===== src/rtl/pwr_pkg.sv =====
`timescale 1ns/1ps
package pwr_pkg;
  localparam int STATE_W = 3;
  localparam int EVT_W   = 4;

  typedef enum logic [STATE_W-1:0] {
    ST_NORMAL = 3'd0,
    ST_AHALT  = 3'd1,
    ST_SGRANT = 3'd2,
    ST_SCLOCK = 3'd3,
    ST_SNOOP  = 3'd4,
    ST_FLUSH  = 3'd5
  } pstate_e;

  typedef enum logic [EVT_W-1:0] {
    EV_NONE, EV_RESET, EV_FLUSH, EV_SNOOP, EV_STOP, EV_RESUME,
    EV_FREEZE, EV_THAW, EV_WAKE, EV_HALT, EV_DONE
  } pevt_e;

  // states in which the core clock runs
  function automatic logic clk_running(input pstate_e s);
    return (s == ST_NORMAL) || (s == ST_SNOOP) || (s == ST_FLUSH);
  endfunction

  // idle states that accept snoops and bus holds
  function automatic logic is_parked(input pstate_e s);
    return (s == ST_AHALT) || (s == ST_SGRANT);
  endfunction
endpackage


===== src/rtl/pwr_evt_arb.sv =====
`timescale 1ns/1ps
module pwr_evt_arb
  import pwr_pkg::*;
(
  input  pstate_e st,
  input  logic    cpu_reset,
  input  logic    flush_req,
  input  logic    wb_mode,
  input  logic    eads,
  input  logic    stpclk_req,
  input  logic    clk_stopped,
  input  logic    wake_any,
  input  logic    halt_exec,
  input  logic    hitm_now,
  input  logic    wb_done,
  input  logic    flush_done,
  output pevt_e   evt
);
  logic flush_ok;
  assign flush_ok = flush_req && wb_mode;

  always_comb begin
    evt = EV_NONE;
    if (cpu_reset) begin
      evt = EV_RESET;
    end else begin
      unique case (st)
        ST_NORMAL: begin
          if (flush_ok)        evt = EV_FLUSH;
          else if (stpclk_req) evt = EV_STOP;
          else if (halt_exec)  evt = EV_HALT;
        end
        ST_AHALT: begin
          if (flush_ok)        evt = EV_FLUSH;
          else if (eads)       evt = EV_SNOOP;
          else if (stpclk_req) evt = EV_STOP;
          else if (wake_any)   evt = EV_WAKE;
        end
        ST_SGRANT: begin
          if (eads)             evt = EV_SNOOP;
          else if (clk_stopped) evt = EV_FREEZE;
          else if (!stpclk_req) evt = EV_RESUME;
        end
        ST_SCLOCK: begin
          if (!clk_stopped) evt = EV_THAW;
        end
        ST_SNOOP: begin
          if (!hitm_now || wb_done) evt = EV_DONE;
        end
        ST_FLUSH: begin
          if (flush_done) evt = EV_DONE;
        end
        default: evt = EV_RESET;
      endcase
    end
  end
endmodule


===== src/rtl/pwr_fsm_core.sv =====
`timescale 1ns/1ps
module pwr_fsm_core
  import pwr_pkg::*;
(
  input  logic    clk,
  input  logic    rst_n,
  input  pevt_e   evt,
  input  logic    intr,
  input  logic    snoop_hit,
  output pstate_e st,
  output logic    pend,
  output logic    wb_busy,
  output logic    cyc_halt,
  output logic    cyc_sg,
  output logic    cyc_fack
);
  pstate_e snoop_ret, flush_ret;
  logic    sg_from_halt;

  always_ff @(posedge clk or negedge rst_n) begin
    if (!rst_n) begin
      st           <= ST_NORMAL;
      snoop_ret    <= ST_AHALT;
      flush_ret    <= ST_NORMAL;
      sg_from_halt <= 1'b0;
      pend         <= 1'b0;
      wb_busy      <= 1'b0;
      cyc_halt     <= 1'b0;
      cyc_sg       <= 1'b0;
      cyc_fack     <= 1'b0;
    end else begin
      cyc_halt <= 1'b0;
      cyc_sg   <= 1'b0;
      cyc_fack <= 1'b0;
      if (st == ST_SCLOCK && intr) pend <= 1'b1;
      unique case (evt)
        EV_RESET: begin
          st           <= ST_NORMAL;
          pend         <= 1'b0;
          wb_busy      <= 1'b0;
          sg_from_halt <= 1'b0;
        end
        EV_FLUSH: begin
          flush_ret <= st;
          st        <= ST_FLUSH;
        end
        EV_SNOOP: begin
          snoop_ret <= st;
          wb_busy   <= 1'b0;
          st        <= ST_SNOOP;
        end
        EV_STOP: begin
          sg_from_halt <= (st == ST_AHALT);
          st           <= ST_SGRANT;
          cyc_sg       <= 1'b1;
        end
        EV_RESUME: begin
          if (sg_from_halt) begin
            st       <= ST_AHALT;
            cyc_halt <= 1'b1;
          end else begin
            st   <= ST_NORMAL;
            pend <= 1'b0;
          end
        end
        EV_FREEZE: st <= ST_SCLOCK;
        EV_THAW:   st <= ST_SGRANT;
        EV_WAKE: begin
          st   <= ST_NORMAL;
          pend <= 1'b0;
        end
        EV_HALT: begin
          st       <= ST_AHALT;
          cyc_halt <= 1'b1;
        end
        EV_DONE: begin
          if (st == ST_SNOOP) begin
            st      <= snoop_ret;
            wb_busy <= 1'b0;
          end else begin
            st       <= flush_ret;
            cyc_fack <= 1'b1;
            cyc_halt <= (flush_ret == ST_AHALT);
          end
        end
        default: begin
          if (st == ST_SNOOP && snoop_hit) wb_busy <= 1'b1;
        end
      endcase
    end
  end
endmodule


===== src/rtl/pwr_out_dec.sv =====
`timescale 1ns/1ps
module pwr_out_dec
  import pwr_pkg::*;
(
  input  pstate_e st,
  input  logic    wb_busy,
  input  logic    snoop_hit,
  input  logic    hold,
  input  logic    ahold,
  input  logic    boff,
  output logic    core_clk_en,
  output logic    bus_float,
  output logic    hitm
);
  assign core_clk_en = clk_running(st);
  assign bus_float   = is_parked(st) && (hold || ahold || boff);
  assign hitm        = (st == ST_SNOOP) && (wb_busy || snoop_hit);
endmodule


===== src/rtl/pwr_state_ctrl.sv =====
`timescale 1ns/1ps
module pwr_state_ctrl
  import pwr_pkg::*;
(
  input  logic               clk,
  input  logic               rst_n,
  input  logic               halt_exec,
  input  logic               stpclk_req,
  input  logic               clk_stopped,
  input  logic               intr,
  input  logic               nmi,
  input  logic               smi,
  input  logic               cpu_reset,
  input  logic               soft_reset,
  input  logic               hold,
  input  logic               ahold,
  input  logic               boff,
  input  logic               eads,
  input  logic               snoop_hit,
  input  logic               wb_done,
  input  logic               flush_req,
  input  logic               flush_done,
  input  logic               wb_mode,
  output logic               cyc_halt,
  output logic               cyc_stop_grant,
  output logic               cyc_flush_ack,
  output logic               bus_float,
  output logic               core_clk_en,
  output logic               hitm,
  output logic [STATE_W-1:0] cur_state
);
  pstate_e st;
  pevt_e   evt;
  logic    pend, wb_busy, wake_any;

  assign wake_any  = intr || nmi || smi || soft_reset || pend;
  assign cur_state = st;

  pwr_evt_arb u_arb (
    .st(st), .cpu_reset(cpu_reset), .flush_req(flush_req), .wb_mode(wb_mode),
    .eads(eads), .stpclk_req(stpclk_req), .clk_stopped(clk_stopped),
    .wake_any(wake_any), .halt_exec(halt_exec), .hitm_now(hitm),
    .wb_done(wb_done), .flush_done(flush_done), .evt(evt)
  );

  pwr_fsm_core u_core (
    .clk(clk), .rst_n(rst_n), .evt(evt), .intr(intr), .snoop_hit(snoop_hit),
    .st(st), .pend(pend), .wb_busy(wb_busy), .cyc_halt(cyc_halt),
    .cyc_sg(cyc_stop_grant), .cyc_fack(cyc_flush_ack)
  );

  pwr_out_dec u_dec (
    .st(st), .wb_busy(wb_busy), .snoop_hit(snoop_hit), .hold(hold),
    .ahold(ahold), .boff(boff), .core_clk_en(core_clk_en),
    .bus_float(bus_float), .hitm(hitm)
  );
endmodule


===== config.mk =====
export PLATFORM = sky130hd
export DESIGN_NAME = pwr_state_ctrl
export DESIGN_NICKNAME = d
export VERILOG_FILES = /design/src/rtl/pwr_pkg.sv /design/src/rtl/pwr_evt_arb.sv /design/src/rtl/pwr_fsm_core.sv /design/src/rtl/pwr_out_dec.sv /design/src/rtl/pwr_state_ctrl.sv
export SDC_FILE = /design/constraint.sdc
export NUM_CORES = 1
export LEC_CHECK = 0
export BUFFER_PORTS_ARGS = -buffer_cell sky130_fd_sc_hd__buf_2
export CAP_MARGIN = 20
export CELL_PAD_IN_SITES_DETAIL_PLACEMENT = 0
export CELL_PAD_IN_SITES_GLOBAL_PLACEMENT = 1
export CORE_MARGIN = 4
export CORE_UTILIZATION = 35
export DETAILED_ROUTE_END_ITERATION = 8
export PLACE_DENSITY_LB_ADDON = 0.15
export SETUP_SLACK_MARGIN = 0.15
export SYNTH_ARGS = -nofsm -noshare
export SYNTH_HDL_FRONTEND = slang
export SYNTH_SLANG_ARGS = --single-unit

===== constraint.sdc =====
create_clock -name clk -period 1.99 [get_ports clk]
set_input_delay 0.398 -clock clk [delete_from_list [all_inputs] [get_ports clk]]
set_output_delay 0.398 -clock clk [all_outputs]
set_load 0.01 [all_outputs]

# Word level (Yosys, flattened, before mapping)
# Cells that the tools add are included.
[totals]
ram_bits = 0
latchBits = 0
word_cells = 84
rom_bits = 0
ff_bits = 15
mem_count = 0
in_bits = 19
out_inout_bits = 9
[classes]
shifts = 0
n_reduce_logical = 26
n_bitwise = 1
order_cmp = 0
add_sub_neg = 0
n_mul = 0
n_div = 0
eq_ne = 17
n_mux = 31
[op_table]
columns = ["cell", "count"]
rows = [
  ["$mux 4", 12],
  ["$pmux 3 s8", 1],
  ["$pmux 4 s6", 1],
  ["$eq 4x3->1 const B", 4],
  ["$eq 4x4->1 const B", 3],
  ["$logic_or 1x1->1", 11],
  ["$mux 1", 10],
  ["$mux 3", 3],
  ["$eq 4x2->1 const B", 2],
  ["$reduce_bool 8->1", 1],
  ["$reduce_or 7->1", 1],
  ["$eq 3x1->1 const B", 2],
  ["$eq 3x2->1 const B", 2],
  ["$eq 3x3->1 const B", 2],
  ["$pmux 1 s3", 2],
  ["$reduce_or 2->1", 3],
  ["$logic_and 1x1->1", 5],
  ["$eq 4x1->1 const B", 1],
  ["$pmux 1 s2", 2],
  ["$logic_not 3->1", 1],
  ["$reduce_and 3->1", 1],
  ["$reduce_bool 3->1", 1],
  ["$ne 2x2->1 const B", 1],
  ["$reduce_bool 2->1", 1],
  ["2 further kinds", 2],
]

# Longest topological paths before layout
# Gate-level depths: netlist (run 1).
[logic_depth]
ltp_word = 14
depth_mapped = 8
mapped_depth_nobuf = 6

# Cells and area by module
# From an unflattened synthesis (run 1), not the netlist that was laid out.
[unflattened]
hier_cells = 128
hier_area_um2 = 1073.5
[by_module_without_submodules]
columns = ["mod", "cells_per_inst", "n_inst", "area_each_um2", "seq_area_each_um2"]
rows = [
  ["pwr_fsm_core", 84, 1, 817.0, 376.6],
  ["pwr_evt_arb", 34, 1, 195.2, 0.0],
  ["pwr_out_dec", 7, 1, 48.8, 0.0],
  ["pwr_state_ctrl", 3, 1, 12.5, 0.0],
]

# Worst setup path before layout (run 1)
# No wires, ideal clock.
[synth_timing]
kind = "flip-flop to flip-flop"
start = "reg u_core.st[2]"
end = "reg u_core.snoop_ret[1]"
setup_slack_ns = -0.009
arrival_time_ns = 1.871
setup_ns = 0.128
synth_period_minus_slack_ns = 1.999
t_required_ns = 1.862
stages_incl_launch_ff = 8
path_buffers = 2
cell_sequence = "dfrtp_1 -> buf_4 -> nor3b_2 -> buf_6 -> o21a_1 -> a211oi_2 -> and4bb_4 -> mux2_1"
[synth_between]
elab_chain_cells = 8
elab_cells_between_ends = 13
cone_classes = "eq/ne (6); mux (3); reduce/logical (4)"
[synth_rtl]
columns = ["item", "line_no", "rtl"]
rows = [
  ["from (decl)", "pwr_fsm_core.sv:10", "output pstate_e st,"],
  ["from (signal assigned)", "pwr_fsm_core.sv:78", "st <= snoop_ret;"],
  ["from (signal assigned)", "pwr_fsm_core.sv:81", "st <= flush_ret;"],
  ["$eq 3x3->1", "pwr_evt_arb.sv:27, pwr_out_dec.sv:17", ""],
  ["$logic_and 1x1->1", "pwr_out_dec.sv:17", "assign hitm = (st == ST_SNOOP) && (wb_busy || snoop_hit);"],
  ["$logic_not 1->1", "pwr_evt_arb.sv:48", "if (!hitm_now || wb_done) evt = EV_DONE;"],
  ["$logic_or 1x1->1", "pwr_evt_arb.sv:48", ""],
  ["$mux 4", "pwr_evt_arb.sv:48", ""],
  ["$pmux 4 s6 (*)", "pwr_evt_arb.sv:27", "unique case (st)"],
  ["$mux 4 (*)", "pwr_evt_arb.sv:24", "if (cpu_reset) begin"],
  ["$eq 4x2->1 (*)", "pwr_fsm_core.sv:36", "unique case (evt)"],
  ["to (signal assigned)", "pwr_fsm_core.sv:48", "snoop_ret <= st;"],
  ["to (decl)", "pwr_fsm_core.sv:17", "pstate_e snoop_ret, flush_ret;"],
]
# Every way passes the cells marked *; elsewhere a longest branch is shown, timed or not.
# A chain may end at the register's enable or synchronous reset.

# Final worst setup path (run 1)
# Same ends and word-level chain as after synthesis.

==> implementation parameters, run 1 <==
Parameter                              Value

Yosys
  Fraction of registers with async set/reset    100%
  Number of enable-type register cells in the synthesized netlist    0
  Synth top area share    between 30% and 40%
  Largest area contributor in the synthesized netlist    dfrtp_1
  Area of the mapped netlist    1080 um2
  Synth top area cells    dfrtp_1, a21oi_1, nor2b_1
  Seq cells post-synth    15
  Post-synthesis cell type count    48
  Sequential area share after synthesis    between 30% and 40%
  Most used flip-flop cell after synthesis    dfrtp_1
  Leading post-synthesis cells by instance count    dfrtp_1, a21oi_1, nor2_1
  Net count after synthesis    around 140
  Total number of yosys warnings    0
  Cell with the most instances after synthesis    dfrtp_1
  Mean cell area of the mapped netlist    about 9.1 um2
  Post-synthesis cell count    between 100 and 150

Die
  Die outline width    ~64 um
  I/O Pins    28
  Row Count    19
  Area of the die    slightly above 4000 um2
  Initial cell density of the core    37.9%
  Core region area    2850 um2
  Die boundary height    roughly 64 um

Flow run
  Maxcap violations    0

Outcome
  Violations in the final reports    negative hold slack, negative setup slack
  Outcome    finished with violations

GRT
  Overall Global Routing Usage    17.7%
  Remaining global-route overflow    0
  Pin count of the biggest net entering global routing    16
  Global-route wire length before repair    about 5.7 mm
  Antenna violations before repair    0
  Vias in the first global route    between 1,000 and 1,500

Timing
  Number of pins with negative max-slew slack in the final report    0
  Maximum clock skew at final layout    around 0.0085 ns
  Tightest slew margin relative to the limit    between 70% and 80%
  Crit share post-route    106%
  Final hold violation count    6
  Crit path time final    2.11 ns
  Minimum setup slack in the final design    -0.123 ns
  Maximum clock frequency    around 470 MHz
  Setup repair after global routing missed its margin    true
  Transition time at the pin with the least slew margin    ~0.44 ns
  Hold Slack    -0.00389 ns
  Setup Viol. Count Final    6

Power and ir drop
  Peak VDD IR    0.586 mV
  Cell Pwr Density    between 1000 and 1500 nW/um2
  Static Leak    about 0.00091 uW
  Total power draw    2350 uW

Critical path
  Arrival time of the worst setup path    between 2 and 2.5 ns
  Maximum fanout along the worst path    4
  Worst path cell trace    buf_6 > buf_6 > a211oi_4 > and3_4 > a21oi_4 > nor2_4 > and4bb_4 > buf_6 > mux2_4
  Worst endpoint required time    between 2 and 2.5 ns
  Type of the setup path with the least slack    reg -> reg
  Crit path top cell by count    buf_6
  Startpoint kind of the worst setup timing path    flop
  Worst setup EP type    flop
  Slowest cell on crit path    dfrtp_2
  Crit path buffers/inverters    3
  Longest individual stage delay on the worst path    about 0.46 ns
  Crit-path leading delay family    simple AND/OR/NAND/NOR gates

Clock network
  H-tree levels    1
  Clock latency on the worst-skew pair    about 0.29 ns
  Clock slew seen by the registers of the worst setup and hold paths    around 0.09 ns
  Number of buffers inserted during clock tree synthesis    3
  Clk Tree Root Cell    clkbuf_4
  Sink count of the clock tree    15
  Clock tree from TritonCTS    built
  Maximum buffer depth of the clock tree    2

Worst hold path
  Kind of path behind the tightest hold check    in -> async

Cells and area
  Filler instances    224
  Share of final-layout standard cells stronger than drive strength 1    roughly 67%
  Diode insertion count for antenna repair    0
  Multi-input logic area    898 um2
  Sequential cell area in the final layout    roughly 380 um2
  # nets final    between 200 and 250
  Area Growth Syn to Fin    81.1%

Place
  Setup WS pre-CTS    -0.155 ns
  Routability Congestion    between 0.8 and 0.9
  DP HPWL    roughly 2.5 mm
  Number of buffers added on ports    27

Drt
  Remaining number of nets flagged by the antenna check after routing    0
  Average wire per standard cell    around 17 um
  Number of iterations in the first detailed-routing pass    4
  Routed via count    around 1,200
  DRC viols    0
  Per-cell via count in the routed design    5.44
  Total routed wirelength    a little under 4 mm
  Initial DRC Count    45
-- worst reg2reg max path: stages (launching register included) --
cell and delay, ns:
dfrtp_2 0.46, buf_6 0.14, buf_6 0.11, a211oi_4 0.23, and3_4 0.25, a21oi_4 0.05
nor2_4 0.14, and4bb_4 0.25, buf_6 0.11, mux2_4 0.29
-- path summary, 6_finish.rpt --
path / startpoint / end / slack [ns] / cells after the start
setup / recovery: u_core.st[2]$_DFFE_PN0P_ / u_core.snoop_ret[1]$_DFFE_PN0P_ / -0.12 / 9
hold / removal: rst_n / u_core.cyc_fack$_DFF_PN0_ / -0.004 / 1
setup reg to reg: u_core.st[2]$_DFFE_PN0P_ / u_core.snoop_ret[1]$_DFFE_PN0P_ / -0.12 / 9
hold reg to reg: u_core.snoop_ret[0]$_DFFE_PN1P_ / u_core.snoop_ret[0]$_DFFE_PN1P_ / 0.50 / 2
max in group asynchronous: rst_n / u_core.snoop_ret[0]$_DFFE_PN1P_ / 1.70 / 1
min in group clk: u_core.snoop_ret[0]$_DFFE_PN1P_ / u_core.snoop_ret[0]$_DFFE_PN1P_ / 0.50 / 2
-- logic make-up after synthesis --
| kind of cell | after synthesis | share of synthesized area, % |
|---|---|---|
| simple gates | 53 | 29.2 |
| mux | 6 | 6.02 |
| buf+inv | 8 | 4.86 |
| compound gates | 36 | 24.3 |
| xor+xnor | 1 | 0.810 |
| flops | 15 | 34.8 |
-- stage by stage --
step / setup TNS [ns] / util [%] / cell area, um2 / cells
global placement: -0.446 / 50.0 / 1430 / 199
global route: -1.25 / 68.6 / 1960 / 228
detailed placement: -0.551 / 50.0 / 1430 / 199
CTS: -0.437 / 58.3 / 1660 / 217
floorplan: 0 / - / 1100 / 119
finish: -0.361 / 68.6 / 1960 / 228
-- area by class of cell --
cell class | count | share of cell area (%)
clock buffers | 4 | 1.34
flip-flops and latches | 15 | 19.4
inverters | 3 | 0.575
multi-input cells | 96 | 45.9
well taps | 31 | 1.98
repair buffers | 79 | 30.8
-- sequential cells by signal, summed over array words and instances (netlist names) --
register             flops
u_core.snoop_ret         3
u_core.cyc_sg            1
u_core.cyc_halt          1
u_core.pend              1
u_core.cyc_fack          1
u_core.wb_busy           1
u_core.flush_ret         3
u_core.sg_from_halt      1
u_core.st                3
-- where the power goes --
| part | internal [uW] | switching (uW) | total, uW | leakage, uW |
|---|---|---|---|---|
| Clock | 77.9 | 97.8 | 176 | 0.0000150 |
| Combinational | 942 | 784 | 1730 | 0.000700 |
| Sequential | 364 | 79.0 | 443 | 0.000197 |
-- timing repair --
action | CTS | global route
setup endpoints to repair | 16 | 17
gates resized for setup | 23 | 50
buffers inserted | 14 | 11
hold buffers | 0 | 0
pin swaps | 10 | 16
-- cell usage in the layout, fill, tap and decap left out, types with 2 or more instances in the layout --
cell      instances
buf_4            33
buf_2            26
buf_6            20
dfrtp_1          11
nand2_1           7
nor2_1            6
nor2b_4           5
nor3_1            5
a21oi_2           5
a21oi_1           5
a211oi_4          4
inv_1             3
nand2b_1          3
nor2_4            3
clkbuf_4          3
dfrtp_2           3
a21o_1            2
a21oi_4           2
mux2_2            2
and2_4            2
nor2_2            2
and3_1            2
nor3_2            2
o21ai_0           2
mux2_4            2
o21ai_1           2
mux2i_1           2
nor2b_2           2
-- per-layer routing --
| layer | track usage, % | share of wire [%] |
|---|---|---|
| met4 | 6.20 | 1.5 |
| met5 | 0 | 0 |
| met3 | 3.55 | 3.6 |
| met1 | 22.2 | 43 |
| met2 | 30.0 | 52 |
No activity file was read; power rests on OpenSTA's default activity.
==> run 2, diff against run 1 <==
--- a/config.mk
+++ b/config.mk
@@ -13,6 +13,7 @@
 export CORE_UTILIZATION = 35
 export DETAILED_ROUTE_END_ITERATION = 8
 export PLACE_DENSITY_LB_ADDON = 0.15
+export RECOVER_POWER = 25
 export SETUP_SLACK_MARGIN = 0.15
 export SYNTH_ARGS = -nofsm -noshare
 export SYNTH_HDL_FRONTEND = slang
==> run 2 against run 1 <==
  * The flow finishes with violations (negative setup slack)
  * Sequential power is essentially flat
  * Worst setup slack is the same
  * Sequential cell count is the same
  * First-iteration DRC count is the same
  * Wire length is essentially flat
  * Via count is the same
  * Total power is essentially flat
  * Cell count is the same
  * Sequential share of layout area is essentially flat
  * Clock skew is the same
  * Critical path depth is the same
  * Largest power group unchanged
  * Global-route usage is the same
==> implementation parameters, run 2 (same netlist as run 1, synthesis figures left out) <==
Parameter                              Value

Outcome
  Outcome    finished with violations
  Violations in the final reports    negative setup slack

Timing
  Final hold violation count    0
  Number of pins with negative max-slew slack in the final report    0
  Crit share post-route    106%
  Minimum setup slack in the final design    -0.123 ns
  Transition time at the pin with the least slew margin    0.816 ns
  Setup repair after global routing missed its margin    true
  Maximum clock frequency    between 400 and 500 MHz
  Tightest slew margin relative to the limit    between 40% and 50%
  Setup Viol. Count Final    6
  Hold Slack    roughly 0.17 ns
  Maximum clock skew at final layout    about 0.0085 ns
  Crit path time final    2.11 ns

GRT
  Global-route wire length before repair    approximately 5.7 mm
  Vias in the first global route    1,247
  Remaining global-route overflow    0
  Overall Global Routing Usage    ~18%
  Antenna violations before repair    0
  Pin count of the biggest net entering global routing    16

Die
  Row Count    19
  Area of the die    slightly above 4000 um2
  Initial cell density of the core    between 30% and 40%
  Die outline width    ~64 um
  Die boundary height    roughly 64 um
  Core region area    approximately 2900 um2
  I/O Pins    28

Drt
  DRC viols    0
  Routed via count    1,240
  Per-cell via count in the routed design    5.44
  Total routed wirelength    a little under 4 mm
  Average wire per standard cell    17.1 um
  Initial DRC Count    between 40 and 50
  Number of iterations in the first detailed-routing pass    4
  Remaining number of nets flagged by the antenna check after routing    0

Clock network
  Clock latency on the worst-skew pair    approximately 0.29 ns
  H-tree levels    1
  Number of hold-repair buffers added at the cts stage    0
  Clk Tree Root Cell    clkbuf_4
  Maximum buffer depth of the clock tree    2
  Clock tree from TritonCTS    built
  Number of buffers inserted during clock tree synthesis    3
  Sink count of the clock tree    15
  Clock slew seen by the registers of the worst setup and hold paths    ~0.090 ns

Critical path
  Origin of the critical flop-to-flop path    u_core.st[2]$_DFFE_PN0P_
  Crit Reg-Reg Endpoint    u_core.snoop_ret[1]$_DFFE_PN0P_
  Maximum fanout along the worst path    4
  Slack of the worst reg-to-reg path    -0.12 ns
  Worst setup EP type    flop
  Type of the setup path with the least slack    reg -> reg
  Number of cells on the worst reg-to-reg path    9
  Startpoint kind of the worst setup timing path    flop
  Arrival time of the worst setup path    roughly 2.3 ns
  Worst endpoint required time    between 2 and 2.5 ns

Cells and area
  Diode insertion count for antenna repair    0
  Commonest non-fill, non-tap cell in the layout    buf_4
  Sequential cell area in the final layout    approximately 380 um2
  # nets final    ~220
  Filler instances    ~230
  Post-route core utilization    68.6%
  Multi-input logic area    roughly 900 um2
  Highest-count cells in the layout ignoring fill and taps    buf_4, buf_2, buf_6
  Area Growth Syn to Fin    81.0%
  Share of final-layout standard cells stronger than drive strength 1    around two thirds
  Top Registers    u_core.flush_ret: 3 flops, u_core.snoop_ret: 3 flops, u_core.st: 3 flops
  Final non-filler cell total    ~230

Place
  Routability Congestion    0.886
  Inst Count DP    199
  Number of buffers added on ports    27
  DP HPWL    roughly 2.5 mm
  Setup WS pre-CTS    -0.155 ns

Power and ir drop
  Static Leak    0.000909 uW
  Total power draw    between 2000 and 2500 uW
  Peak VDD IR    approximately 0.59 mV
  Cell Pwr Density    approximately 1200 nW/um2

Flow run
  Maxcap violations    0

Worst hold path
  Kind of path behind the tightest hold check    in -> async
-- run 2: where the power goes --
group | switching, uW | internal [uW]
clock network | 97.8 | 77.9
registers | 79.0 | 364
logic | 784 | 942
total | 961 | 1380
-- run 2: critical path, cell delays in order (launching register included) --
cell,delay (ns)
dfrtp_2,0.46
buf_6,0.14
buf_6,0.11
a211oi_4,0.23
and3_4,0.25
a21oi_4,0.04
nor2_4,0.14
and4bb_4,0.25
buf_6,0.11
mux2_4,0.29
-- run 2: worst max path at each step --
stage	slack, ns	cells after the start	end	start
final	-0.12	9	u_core.snoop_ret[1]$_DFFE_PN0P_	u_core.st[2]$_DFFE_PN0P_
after global routing	-0.20	7	u_core.wb_busy$_DFFE_PN0P_	u_core.st[0]$_DFFE_PN0P_
after CTS	-0.11	9	u_core.st[0]$_DFFE_PN0P_	u_core.st[2]$_DFFE_PN0P_
after detailed placement	-0.15	7	u_core.wb_busy$_DFFE_PN0P_	u_core.st[2]$_DFFE_PN0P_
after global placement	-0.11	7	u_core.wb_busy$_DFFE_PN0P_	u_core.st[2]$_DFFE_PN0P_
after floorplan	0.01	7	u_core.snoop_ret[1]$_DFFE_PN0P_	u_core.st[2]$_DFFE_PN0P_
-- run 2: what timing repair did --
action                                  in CTS  in global routing
buffers inserted                            14                 11
pin swaps                                   10                 16
endpoints found under the setup margin      16                 17
resized for setup                           23                 50
-- run 2: layout make-up --
cell class              count  share of cell area [%]
clock buffers               4                    1.34
inverters                   3                   0.575
multi-input cells          96                    45.9
flip-flops and latches     15                    19.4
well taps                  31                    1.98
repair buffers             79                    30.8
-- run 2: through the flow --
| step | cell area [um2] | setup TNS, ns |
|---|---|---|
| 6_report | 1960 | -0.361 |
| 5_1_grt | 1960 | -1.25 |
| 4_1_cts | 1660 | -0.437 |
| 3_5_place_dp | 1430 | -0.551 |
| 3_3_place_gp | 1430 | -0.446 |
| 2_1_floorplan | 1100 | 0 |
-- run 2: metal layers --
metal	up-vias	wire length, um	track usage [%]
met2	28	2020	30.0
met3	6	140	3.55
met1	614	1680	22.2
met5	-	0	0
li1	592	-	-
met4	0	59	6.20
